`config.mk`:
```
export PLATFORM = sky130hd
export DESIGN_NAME = rotmask_unit
export DESIGN_NICKNAME = d
export VERILOG_FILES = /design/src/rtl/rmu_pkg.sv /design/src/rtl/rmu_mask_gen.sv /design/src/rtl/rmu_rotator.sv /design/src/rtl/rmu_merge.sv /design/src/rtl/rotmask_unit.sv
export SDC_FILE = /design/constraint.sdc
export NUM_CORES = 1
export LEC_CHECK = 0
export ABC_AREA = 1
export ABC_CLOCK_PERIOD_IN_PS = 9600
export CAP_MARGIN = 0
export CORE_UTILIZATION = 50
export CTS_BUF_LIST = sky130_fd_sc_hd__clkbuf_16
export CTS_CLUSTER_SIZE = 14
export DETAILED_ROUTE_END_ITERATION = 16
export GPL_TIMING_DRIVEN = 0
export PLACE_DENSITY = 0.88
export SETUP_SLACK_MARGIN = 0.3
export SLEW_MARGIN = 0
export SYNTH_ARGS = -nofsm -noshare
export SYNTH_HDL_FRONTEND = slang
export SYNTH_SLANG_ARGS = --single-unit
```
`constraint.sdc`:
```
create_clock -name clk -period 9.6 [get_ports clk]
set_input_delay 1.92 -clock clk [delete_from_list [all_inputs] [get_ports clk]]
set_output_delay 1.92 -clock clk [all_outputs]
set_load 0.005 [all_outputs]
```
`src/rtl/rmu_pkg.sv`:
```
package rmu_pkg;
  typedef enum logic [1:0] {
    RM_AND_IMM = 2'd0,
    RM_INSERT  = 2'd1,
    RM_AND_REG = 2'd2,
    RM_ALT_IMM = 2'd3
  } rm_mode_e;

  localparam int unsigned REC_POS = 0;
  localparam int unsigned END_LSB = 1;
  localparam int unsigned BEG_LSB = 6;
  localparam int unsigned SH_LSB  = 11;
endpackage

```
`src/rtl/rmu_mask_gen.sv`:
```
module rmu_mask_gen #(
  parameter int unsigned XLEN = 64,
  parameter int unsigned WLEN = 32,
  localparam int unsigned IW = $clog2(WLEN)
) (
  input  logic [IW-1:0]   mb,
  input  logic [IW-1:0]   me,
  output logic [XLEN-1:0] mask
);
  // Low word of ones, and a seed whose ones start at the word's MSB and fill upward.
  localparam logic [XLEN-1:0] LOW_ONES = {{(XLEN-WLEN){1'b0}}, {WLEN{1'b1}}};
  localparam logic signed [XLEN-1:0] TOP_SEED =
    {{(XLEN-WLEN+1){1'b1}}, {(WLEN-1){1'b0}}};

  logic [XLEN-1:0] left_part;
  logic [XLEN-1:0] right_part;
  logic [XLEN-1:0] carry_fix;

  assign left_part  = LOW_ONES >> mb;
  assign right_part = TOP_SEED >>> me;
  assign carry_fix  = {{(XLEN-1){1'b0}}, (me >= mb)};
  // Sum wraps modulo 2^XLEN; wrapped masks leave the upper half set.
  assign mask = left_part + right_part + carry_fix;
endmodule

```
`src/rtl/rmu_rotator.sv`:
```
module rmu_rotator #(
  parameter int unsigned XLEN = 64,
  parameter int unsigned WLEN = 32,
  localparam int unsigned SW = $clog2(WLEN),
  localparam int unsigned REPS = XLEN / WLEN
) (
  input  logic [WLEN-1:0] word,
  input  logic [SW-1:0]   amt,
  output logic [XLEN-1:0] rotated
);
  logic [XLEN-1:0]   dup;
  logic [2*XLEN-1:0] wide;

  for (genvar g = 0; g < REPS; g++) begin : g_dup
    assign dup[g*WLEN +: WLEN] = word;
  end

  // Rotate by shifting a doubled copy; amount zero yields dup unchanged.
  assign wide    = {dup, dup} << amt;
  assign rotated = wide[2*XLEN-1:XLEN];
endmodule

```
`src/rtl/rmu_merge.sv`:
```
module rmu_merge
  import rmu_pkg::*;
#(
  parameter int unsigned XLEN = 64
) (
  input  rm_mode_e        mode,
  input  logic [XLEN-1:0] rotated,
  input  logic [XLEN-1:0] mask,
  input  logic [XLEN-1:0] dest_old,
  output logic [XLEN-1:0] merged
);
  always_comb begin
    if (mode == RM_INSERT) merged = (dest_old & ~mask) | (rotated & mask);
    else                   merged = rotated & mask;
  end
endmodule

```
`src/rtl/rotmask_unit.sv`:
```
module rotmask_unit
  import rmu_pkg::*;
#(
  parameter int unsigned XLEN = 64,
  parameter int unsigned WLEN = 32,
  parameter int unsigned OPW  = 32,
  localparam int unsigned SW  = $clog2(WLEN)
) (
  input  logic            clk,
  input  logic            rst,
  input  logic            start,
  input  logic [1:0]      mode,
  input  logic [OPW-1:0]  op_word,
  input  logic [XLEN-1:0] src_val,
  input  logic [XLEN-1:0] dest_old,
  input  logic [XLEN-1:0] shift_val,
  output logic [XLEN-1:0] result,
  output logic            done,
  output logic            rec_req
);
  rm_mode_e        mode_e;
  logic [SW-1:0]   f_beg;
  logic [SW-1:0]   f_end;
  logic [SW-1:0]   f_sh;
  logic [SW-1:0]   amt;
  logic [XLEN-1:0] mask_w;
  logic [XLEN-1:0] rot_w;
  logic [XLEN-1:0] merged_w;

  assign mode_e = rm_mode_e'(mode);
  assign f_beg  = op_word[BEG_LSB +: SW];
  assign f_end  = op_word[END_LSB +: SW];
  assign f_sh   = op_word[SH_LSB +: SW];
  assign amt    = (mode_e == RM_AND_REG) ? shift_val[SW-1:0] : f_sh;

  rmu_mask_gen #(.XLEN(XLEN), .WLEN(WLEN)) u_mask (
    .mb(f_beg), .me(f_end), .mask(mask_w)
  );

  rmu_rotator #(.XLEN(XLEN), .WLEN(WLEN)) u_rot (
    .word(src_val[WLEN-1:0]), .amt(amt), .rotated(rot_w)
  );

  rmu_merge #(.XLEN(XLEN)) u_merge (
    .mode(mode_e), .rotated(rot_w), .mask(mask_w),
    .dest_old(dest_old), .merged(merged_w)
  );

  always_ff @(posedge clk) begin
    if (rst) begin
      result  <= '0;
      done    <= 1'b0;
      rec_req <= 1'b0;
    end else begin
      done <= start;
      if (start) begin
        result  <= merged_w;
        rec_req <= op_word[REC_POS];
      end
    end
  end
endmodule

```
==> impl_metrics.env <==
export IMPL_die_h_um=130
export IMPL_p_sw_w=0.000684
export IMPL_tightest_slew_ns=0.977
export IMPL_leakage_nw=5.14
export IMPL_crit_fanout=10
export IMPL_switching_share=0.459
export IMPL_drive_gt1_frac=0.0530
export IMPL_dieArea_um2=16800
export IMPL_setup_viol=0
export IMPL_nNetsFinal=1961
export IMPL_setup_tns_final_ns=0
export IMPL_max_vdd_ir_drop_uv=104
export IMPL_overflow=0
export IMPL_maxSlewViolCount=0
export IMPL_via_count=11700
export IMPL_internal_power_w=0.000805
export IMPL_p_seq_frac=0.220
export IMPL_grt_pass1_vias=10600
export IMPL_p_clk_frac=0.239
export IMPL_synth_area_per_cell_um2=5.44
export IMPL_total_power_w=0.00149
export IMPL_synth_seq_area_share=0.162
export IMPL_ios=295
export IMPL_cts_htree_levels=3
export IMPL_start_kind="input pin"
export IMPL_synth_edf_count=0
export IMPL_first_pass_iters=6
export IMPL_synth_async_sr_flop_share=0
export IMPL_clock_path_buffers=2
export IMPL_yosys_register_bits=66
export IMPL_grt_setup_unrepaired="no"
export IMPL_combPwrFrac=0.541
export IMPL_hp_class="reg -> reg"
export IMPL_yosysUniqueCellTypes=35
export IMPL_clk_pin_slew_worst_paths_ns=0.07
export IMPL_end_kind="flip-flop"
export IMPL_fin_area_um2=10600
export IMPL_clock_sinks=66
export IMPL_cts_hold_fix_buffers=0
export IMPL_placeableCoreArea_um2=15900
export IMPL_final_min_clock_period_ns=5.80
export IMPL_synthFlopType="dfxtp_1"
export IMPL_hpwl_um=33000
export IMPL_finalHoldViolCount=0
export IMPL_max_cap_viol_count=0
export IMPL_synth_nets=1768
export IMPL_p_per_area_nw_per_um2=141
export IMPL_required_ns=9.82
export IMPL_cts_tree="yes"
export IMPL_rows=46
export IMPL_drcViolationCount=0
export IMPL_routedWlPerCell_um=21.3
export IMPL_fmax_mhz=173
export IMPL_grt_util_all_layers=0.485
export IMPL_relSlewSlack=0.348
export IMPL_syn_to_final_growth_pct=29.3
export IMPL_numCtsBuffers=9
export IMPL_antennaDiodeCount=0
export IMPL_portBuffers=182
export IMPL_syn_area_um2=8160
export IMPL_cts_setup_buffers=0
export IMPL_antenna_found_initial=1
export IMPL_vias_per_cell=6.09
export IMPL_clk_latency_ns=0.35
export IMPL_grt_max_degree=14
export IMPL_wirelength_um=40700
export IMPL_finClkSkew_ns=0
export IMPL_ctsResizeCount=0
export IMPL_cts_root_buf="clkbuf_16"
export IMPL_critPathKind="in -> reg"
export IMPL_routabilityCongestion=1.07
export IMPL_yosys_warnings=0
export IMPL_placed_cell_area_um2=10300
export IMPL_grt_pass1_wl_um=60200
export IMPL_synthCells=1500
export IMPL_cp_arrival_ns=6.02
export IMPL_drtIter0Drc=1604
export IMPL_status="finished clean"
export IMPL_die_w_um=130
export IMPL_period_share=0.604
export IMPL_ant_nets=0
export IMPL_start_util=0.514
==> critical path: stages <==
cell and delay, ns:
clkdlybuf4s50_1 0.51, inv_1 0.12, ha_1 0.30, inv_1 0.06, nand2_1 0.04, a21oi_1 0.13, o21bai_1 0.08, a21o_1 0.17
a21oi_1 0.24, ha_1 0.20, inv_1 0.05, fa_1 0.38, nand2_1 0.14, o21ai_2 0.12, nand2_1 0.07, nand2_1 0.14
nand2_1 0.13, nand2_1 0.08, nand2_1 0.08, nand3_1 0.17, buf_2 0.26, o21ai_1 0.48, a21oi_1 0.14
==> layout make-up <==
class                           instances  area, um2
Multi-Input combinational cell       1207       5910
Fill cell                            1516       5330
Timing Repair Buffer                  182       1820
Sequential cell                        66       1320
Inverter                              160        601
Buffer                                 67        337
Tap cell                              216        270
Clock buffer                            9        225
Clock inverter                          7       77.6
==> power by group through the flow <==
stage | clock network (W) | logic [W] | registers [W]
after floorplan | 0 | 0.000450 | 0.000332
after global placement | 0 | 0.000752 | 0.000329
after detailed placement | 0 | 0.000760 | 0.000331
after CTS | 0.000348 | 0.000766 | 0.000326
after global routing | 0.000360 | 0.000862 | 0.000329
final | 0.000356 | 0.000806 | 0.000327
==> flip-flops by register name, summed over array words and instances, names as in the netlist <==
signal,count
rec_req,1
done,1
result,64
==> per-layer routing <==
metal,GRT usage,vias to the layer above,wire length [um]
met5,0,-,0
met4,0.336,0,3060
met3,0.155,218,5230
met2,0.768,879,17500
met1,0.555,5224,14900
li1,-,5338,-
==> worst paths after layout <==
kind	startpoint	end	slack [ns]	depth (start not counted)
setup / recovery	op_word[1]	result[40]	3.80	23
hold / removal	result[14]	result[14]	0.46	2
setup reg to reg	result[51]	result[51]	8.84	2
hold reg to reg	result[14]	result[14]	0.46	2
==> cells in the mapped netlist, types with 2 or more instances <==
library cell    n  area, um2
a21oi_1       130        651
o21ai_1         8       40.0
o21ai_2         3       26.3
xnor2_1         8       70.1
dfxtp_1        66       1320
buf_1           2       7.51
o21bai_1       12       90.1
nor2_2          3       18.8
a21oi_2        13        114
a31oi_1         3       18.8
buf_2          20        100
nor2_1         60        225
nand2_1       491       1840
inv_2           4       15.0
nand3_2         2       20.0
or2_2           3       18.8
buf_4           4       30.0
nand3b_1        8       60.1
ha_1           38        475
inv_1         156        586
nand2_2        12       75.1
a21o_1          3       22.5
o21ai_0        23        115
buf_6           6       67.6
xor2_1          5       43.8
nand3_1       367       1840
nand2_4         2       22.5
clkbuf_1       35        131
nor3_1          4       20.0
nand4_1         4       25.0
==> cell families after synthesis <==
family          share of synthesized area
flops                               0.162
compound gates                      0.134
fa+ha+maj                          0.0607
xor+xnor                           0.0139
buf+inv                             0.115
simple gates                        0.515
==> placed cells by master, fill, tap and decap left out, types with 4 or more instances in the layout <==
master	n
xor2_1	5
nand3b_1	8
a21oi_1	130
dfxtp_1	66
nand2_2	12
buf_4	4
o21bai_1	12
nand3_1	367
ha_1	38
clkbuf_1	35
clkbuf_16	9
clkdlybuf4s50_1	182
nor3_1	4
a21oi_2	13
inv_1	156
o21ai_1	8
buf_2	20
buf_6	6
inv_2	4
xnor2_1	8
nor2_1	60
o21ai_0	23
nand2_1	491
nand4_1	4
==> metrics by stage <==
| stage | instances | util | hold WS, ns | worst slack, ns |
|---|---|---|---|---|
| after floorplan | 1500 | - | 0.457 | 4.99 |
| after global placement | 1898 | 0.646 | 0.449 | 3.76 |
| after detailed placement | 1898 | 0.646 | 0.455 | 3.69 |
| after CTS | 1914 | 0.665 | 0.464 | 4.04 |
| after global routing | 1914 | 0.665 | 0.488 | 3.66 |
| final | 1914 | 0.665 | 0.462 | 3.80 |
(Power assumes the default switching activity.)
